`src/rtl/vstat_pkg.sv`:
```
package vstat_pkg;

  localparam int STAT_W      = 8;
  localparam int SAFE_BIT    = 0;
  localparam int RETRACE_BIT = 3;
  localparam logic [STAT_W-1:0] LIVE_MASK =
    (STAT_W'(1) << SAFE_BIT) | (STAT_W'(1) << RETRACE_BIT);
  localparam logic [STAT_W-1:0] RSVD_MASK = ~LIVE_MASK;

  // One sample of the raster timing levels.
  typedef struct packed {
    logic hblank;
    logic vblank;
    logic vretrace;
  } vtiming_t;

  localparam int TIMING_W = $bits(vtiming_t);

endpackage

```
`src/rtl/vstat_sync.sv`:
```
module vstat_sync #(
  parameter int WIDTH  = 3,
  parameter int STAGES = 2
) (
  input  logic             clk,
  input  logic             rst,
  input  logic [WIDTH-1:0] d_i,
  output logic [WIDTH-1:0] q_o
);

  logic [STAGES-1:0][WIDTH-1:0] stage_q;

  always_ff @(posedge clk) begin
    if (rst) stage_q[0] <= '0;
    else     stage_q[0] <= d_i;
  end

  for (genvar g = 1; g < STAGES; g++) begin : g_chain
    always_ff @(posedge clk) begin
      if (rst) stage_q[g] <= '0;
      else     stage_q[g] <= stage_q[g-1];
    end
  end

  assign q_o = stage_q[STAGES-1];

endmodule

```
`src/rtl/vstat_retrace_evt.sv`:
```
module vstat_retrace_evt (
  input  logic clk,
  input  logic rst,
  input  logic level_i,
  input  logic clear_i,
  output logic level_q_o,
  output logic pulse_o,
  output logic pending_o
);

  logic level_q;
  logic pulse_q;
  logic pending_q;
  logic rise;

  // The held level doubles as the edge-detect history, so the pulse lines up
  // with the first cycle the status bit shows retrace.
  assign rise = level_i & ~level_q;

  always_ff @(posedge clk) begin
    if (rst) begin
      level_q   <= 1'b0;
      pulse_q   <= 1'b0;
      pending_q <= 1'b0;
    end else begin
      level_q   <= level_i;
      pulse_q   <= rise;
      pending_q <= rise | (pending_q & ~clear_i);  // set beats clear
    end
  end

  assign level_q_o = level_q;
  assign pulse_o   = pulse_q;
  assign pending_o = pending_q;

endmodule

```
`src/rtl/vstat_rdport.sv`:
```
module vstat_rdport #(
  parameter int ADDR_W = 16,
  parameter int DATA_W = 8,
  parameter logic [ADDR_W-1:0] STAT_ADDR = 16'h03DA
) (
  input  logic              clk,
  input  logic              rst,
  input  logic              rd_en,
  input  logic [ADDR_W-1:0] rd_addr,
  input  logic [DATA_W-1:0] status_i,
  output logic              hit_o,
  output logic [DATA_W-1:0] rd_data_o
);

  logic [DATA_W-1:0] data_q;

  assign hit_o = rd_en && (rd_addr == STAT_ADDR);

  always_ff @(posedge clk) begin
    if (rst)        data_q <= '0;
    else if (hit_o) data_q <= status_i;
    else            data_q <= '0;
  end

  assign rd_data_o = data_q;

endmodule

```
`src/rtl/video_status_port.sv`:
```
module video_status_port #(
  parameter int ADDR_W      = 16,
  parameter int SYNC_STAGES = 2,
  parameter logic [ADDR_W-1:0] STAT_ADDR = 16'h03DA
) (
  input  logic              clk,
  input  logic              rst,
  input  logic              hblank_i,
  input  logic              vblank_i,
  input  logic              vretrace_i,
  input  logic              rd_en,
  input  logic [ADDR_W-1:0] rd_addr,
  output logic [7:0]        rd_data,
  output logic              retrace_start,
  output logic              retrace_pending
);

  import vstat_pkg::*;

  vtiming_t              raw;
  vtiming_t              synced;
  logic [TIMING_W-1:0]   synced_bits;
  logic                  safe_q;
  logic                  retrace_q;
  logic                  rd_hit;
  logic [STAT_W-1:0]     status_byte;

  assign raw.hblank   = hblank_i;
  assign raw.vblank   = vblank_i;
  assign raw.vretrace = vretrace_i;

  vstat_sync #(
    .WIDTH  (TIMING_W),
    .STAGES (SYNC_STAGES)
  ) u_sync (
    .clk (clk),
    .rst (rst),
    .d_i (raw),
    .q_o (synced_bits)
  );

  assign synced = vtiming_t'(synced_bits);

  always_ff @(posedge clk) begin
    if (rst) safe_q <= 1'b0;
    else     safe_q <= synced.hblank | synced.vblank;
  end

  vstat_retrace_evt u_evt (
    .clk       (clk),
    .rst       (rst),
    .level_i   (synced.vretrace),
    .clear_i   (rd_hit),
    .level_q_o (retrace_q),
    .pulse_o   (retrace_start),
    .pending_o (retrace_pending)
  );

  always_comb begin
    status_byte              = '0;
    status_byte[SAFE_BIT]    = safe_q;
    status_byte[RETRACE_BIT] = retrace_q;
  end

  vstat_rdport #(
    .ADDR_W    (ADDR_W),
    .DATA_W    (STAT_W),
    .STAT_ADDR (STAT_ADDR)
  ) u_rd (
    .clk       (clk),
    .rst       (rst),
    .rd_en     (rd_en),
    .rd_addr   (rd_addr),
    .status_i  (status_byte),
    .hit_o     (rd_hit),
    .rd_data_o (rd_data)
  );

endmodule

```
`config.mk`:
```
export PLATFORM = sky130hd
export DESIGN_NAME = video_status_port
export DESIGN_NICKNAME = d
export VERILOG_FILES = /design/src/rtl/vstat_pkg.sv /design/src/rtl/vstat_sync.sv /design/src/rtl/vstat_retrace_evt.sv /design/src/rtl/vstat_rdport.sv /design/src/rtl/video_status_port.sv
export SDC_FILE = /design/constraint.sdc
export NUM_CORES = 1
export LEC_CHECK = 0
export ABC_AREA = 1
export BUFFER_PORTS_ARGS = -buffer_cell sky130_fd_sc_hd__buf_2
export CAP_MARGIN = 30
export CORE_MARGIN = 10
export CORE_UTILIZATION = 35
export CTS_CLUSTER_DIAMETER = 60
export DETAILED_ROUTE_END_ITERATION = 10
export GPL_TIMING_DRIVEN = 0
export MAX_ROUTING_LAYER = met4
export PLACE_DENSITY = 0.77
export SETUP_SLACK_MARGIN = 0.3
export SYNTH_ARGS = -nofsm -noshare
export SYNTH_HDL_FRONTEND = slang
export SYNTH_SLANG_ARGS = --single-unit
export TNS_END_PERCENT = 100
```
`constraint.sdc`:
```
create_clock -name clk -period 0.8 [get_ports clk]
set_input_delay 0.04 -clock clk [delete_from_list [all_inputs] [get_ports clk]]
set_output_delay 0.04 -clock clk [all_outputs]
set_load 0.03 [all_outputs]
```
* After elaboration in Yosys (flattened, before gate mapping)
Index checks and enable logic that the tools add are counted.
Cells by class: eq/ne operators 1, bitwise operators 6, reductions and logical operators 2
Operator list (number):
- 16-bit by 10-bit == test with 1-bit output (second input constant) | 1
- 1-bit bitwise AND | 2
- 1-bit inverter | 2
- 1-bit bitwise OR | 2
- 2-bit OR reduction | 1
- 1-bit logical AND | 1
Storage, ports and cells: flip-flop bits (word level) 18, input bits 22, output and inout port bits 10, word-level logic and storage cells 17

* Depth between registers and ports, before layout
word-level depth 5, mapped depth 7

* Hierarchy
Synthesis repeated with hierarchy kept, for this count alone.
Second synthesis, totals: cell total of the unflattened synthesis 79, area, all modules 634.4 um2
Modules (own cells, without submodules):
- vstat_rdport | instances 1, cells an instance 42, area each 314.1 um2, seq. area each 160.2 um2
- vstat_sync | instances 1, cells an instance 21, area each 187.7 um2, seq. area each 120.1 um2
- vstat_retrace_evt | instances 1, cells an instance 12, area each 101.3 um2, seq. area each 60.1 um2
- video_status_port | instances 1, cells an instance 4, area each 31.3 um2, seq. area each 20.0 um2

* Worst setup path after synthesis
Ideal clock, no wire load.
path type register to register, start point register u_evt.pending_q (netlist: u_evt.pending_o), end point register u_evt.pending_q (netlist: u_evt.pending_o), setup time 0.058 ns, arrival 0.715 ns, required time 0.742 ns, setup slack 0.027 ns, stages on the path, launching flop included 5, buffers on the path 0, period minus slack after synthesis 0.773 ns, cell sequence dfxtp_1 > inv_1 > nor2_1 > nand2_1 > nand2_1
Between the ends: cells in the longest elaborated chain, start to end 2
RTL lines:
- start: declaration | line vstat_retrace_evt.sv:13 | logic pending_q;
- start signal: assignment | line vstat_retrace_evt.sv:28 | pending_q <= rise | (pending_q & ~clear_i);
- 1-bit bitwise AND | line vstat_retrace_evt.sv:28
- 1-bit bitwise OR | line vstat_retrace_evt.sv:28
No other way between the ends. A chain may end at the register's enable or synchronous reset.

* Worst setup path in the final report
start point register u_evt.pending_q (netlist: u_evt.pending_o), end point output retrace_pending
RTL lines:
- end: declaration | line video_status_port.sv:15 | output logic retrace_pending
No word-level cell between the ends.

==> results.json <==
{
  "path_class": "reg -> out",
  "track_usage_pct": 7.386,
  "critPathRequiredTime_ns": 0.76,
  "clkSinkCount": 12,
  "netlist_area_um2": 489.2,
  "routabilityCongestion": 0.6161,
  "reg2regPathDepth": 4,
  "min_path_type": "in -> reg",
  "setup_viol": 0,
  "cts_max_path_buffers": 2,
  "power.ir.vdd_worst_uv": 1147,
  "numPortBuffers": 24,
  "routed_wl_um": 1126,
  "postCtsSetupRepairBufs": 0,
  "final_cell_area_um2": 752.0,
  "cts_tree": "done",
  "start_kind": "flip-flop",
  "core-area_um2": 1318,
  "clk_pin_slew_ns": 0.07,
  "worstReg2RegEnd": "u_evt.pending_o$_SDFF_PP0_",
  "core.rowCount": 13,
  "drc": 0,
  "ant_nets": 0,
  "cp_num_cells": 1,
  "outcome": "finished, violations left",
  "mostFrequentLayoutCells": "buf_2, inv_1, nor2_1",
  "drive_gt1_share_pct": 53.54,
  "synth_warnings": 0,
  "grt_setup_unrepaired": "true",
  "fin_worst_skew_ns": 0.008504,
  "hpwl_um": 880.3,
  "seq_area_frac_synth_pct": 49.10,
  "antenna_found_initial": 0,
  "syn_inst": 66,
  "startpoint": "u_evt.pending_o$_SDFF_PP0_",
  "htreeDepth": 1,
  "violations": "hold timing",
  "end_kind": "primary output",
  "post-route-min-period_ns": 0.7906,
  "n_antenna_cell": 0,
  "start_util_pct": 37.13,
  "cpPeakStageDelay_ns": 0.35,
  "syn2layout_area_growth_pct": 53.71,
  "rr_startpoint": "u_evt.pending_o$_SDFF_PP0_",
  "whs_ns": -0.03522,
  "die-height_um": 57.39,
  "max_cap_viol_count": 0,
  "wl_per_cell_um": 9.877,
  "die_w_um": 57.39,
  "vias": 435,
  "clock_latency_ns": 0.27,
  "grt_start_max_net_pins": 11,
  "finalHoldViolCount": 8,
  "overflow": 0,
  "mostFrequentLayoutCell": "buf_2",
  "cp_cell_sequence": "buf_6",
  "crit_family": "flip-flops",
  "critPathMaxFanout": 2,
  "fin_setup_tns_ns": 0,
  "fmaxAchievable_mhz": 1265,
  "cp.arrival_ns": 0.75,
  "fill_cells": 135,
  "dpl_cell_area_um2": 650.6,
  "reg2reg_slack_ns": 0.16,
  "finalNetCount": 122,
  "synth-seq-cells": 12,
  "power_per_cell_area_nw_per_um2": 1595,
  "period_share_pct": 98.82,
  "crit_slowest_cell": "dfxtp_4",
  "numCtsBuffers": 3,
  "dieArea_um2": 3293,
  "drt_iter0_markers": 4,
  "grt_pass1_wl_um": 1883,
  "root_buffer": "clkbuf_4",
  "syn_avg_cell_area_um2": 7.412,
  "grt_pass1_vias": 442,
  "leakage_nw": 0.4096,
  "ioPinCount": 32,
  "crit_end": "retrace_pending",
  "first_pass_iters": 3,
  "ys_types": 10,
  "cp_num_buf_inv": 1,
  "viasPerCell": 3.816,
  "drv_slew": 0
}
-- layer usage --
metal  vias to the layer above  wire, µm  global-route usage [%]
met2                        23       565                   11.66
li1                        238         -                       -
met3                         0       164                   6.858
met1                       174       397                   6.211
met4                         0         0                   2.013
met5                         -         0                       -
-- state kept, by name, indices dropped and copies added, names as in the netlist --
| register | count |
|---|---|
| u_evt.pulse_o | 1 |
| u_evt.level_q_o | 1 |
| u_rd.rd_data_o | 2 |
| safe_q | 1 |
| u_sync.stage_q | 3 |
| u_sync.q_o | 3 |
| u_evt.pending_o | 1 |
-- cell type report --
type	instances	area [µm²]	share of cell area [%]
Buffer	7	56.30	7.488
Clock buffer	4	26.28	3.494
Inverter	16	60.06	7.987
Multi-Input combinational cell	36	187.7	24.96
Sequential cell	12	251.5	33.44
Tap cell	15	18.77	2.496
Timing Repair Buffer	24	151.4	20.13
-- how the worst min path moves through the flow --
stage                           from                            to  slack (ns)  cells after the start
after floorplan           vretrace_i  u_sync.stage_q[0]$_SDFF_PP0_        0.15                      2
after global placement      hblank_i  u_sync.stage_q[2]$_SDFF_PP0_        0.24                      3
after detailed placement    hblank_i  u_sync.stage_q[2]$_SDFF_PP0_        0.25                      3
after CTS                        rst             safe_q$_SDFF_PP0_       -0.04                      2
after global routing             rst      u_sync.q_o[2]$_SDFF_PP0_       -0.04                      2
final                            rst    u_evt.level_q_o$_SDFF_PP0_       -0.04                      2
-- cells in the mapped netlist (all sizes together) --
cell type / n / share of area [%]
nor2: 18 / 15
buf: 7 / 12
inv: 16 / 12
nand4: 1 / 2.6
nand3: 2 / 2.0
conb: 1 / 0.77
nand2: 9 / 6.9
dfxtp: 12 / 49
-- cells by family (layout without fill, tap and decap cells) --
group                  count (synthesis)  after routing  synth area share, %
buffers and inverters                 23             51                23.78
other                                  1              6               0.7665
DFF                                   12             12                49.10
and+or+nand+nor                       30             30                26.34
-- per-stage QoR --
| stage | util (%) | setup slack (ns) | total power, mW | instances |
|---|---|---|---|---|
| after floorplan | - | 0.1542 | 0.7516 | 71 |
| after global placement | 49.38 | 0.07626 | 0.8034 | 110 |
| after detailed placement | 49.38 | 0.05838 | 0.8095 | 110 |
| after CTS | 53.56 | 0.004558 | 1.191 | 114 |
| after global routing | 57.07 | -0.02811 | 1.281 | 114 |
| final | 57.07 | 0.009443 | 1.199 | 114 |
-- what timing repair did --
| item | 4_1_cts | 5_1_grt |
|---|---|---|
| setup endpoints to repair | 9 | 11 |
| pin swaps | 4 | 6 |
| endpoints found under the hold margin | 8 | 8 |
| gates resized for setup | 11 | 16 |
-- report_power, final --
part	leakage [nW]	internal, mW	switching, mW
Combinational	0.293	0.0894	0.105
Sequential	0.102	0.619	0.00819
Clock	0.0150	0.193	0.185
(Power assumes the default switching activity.)
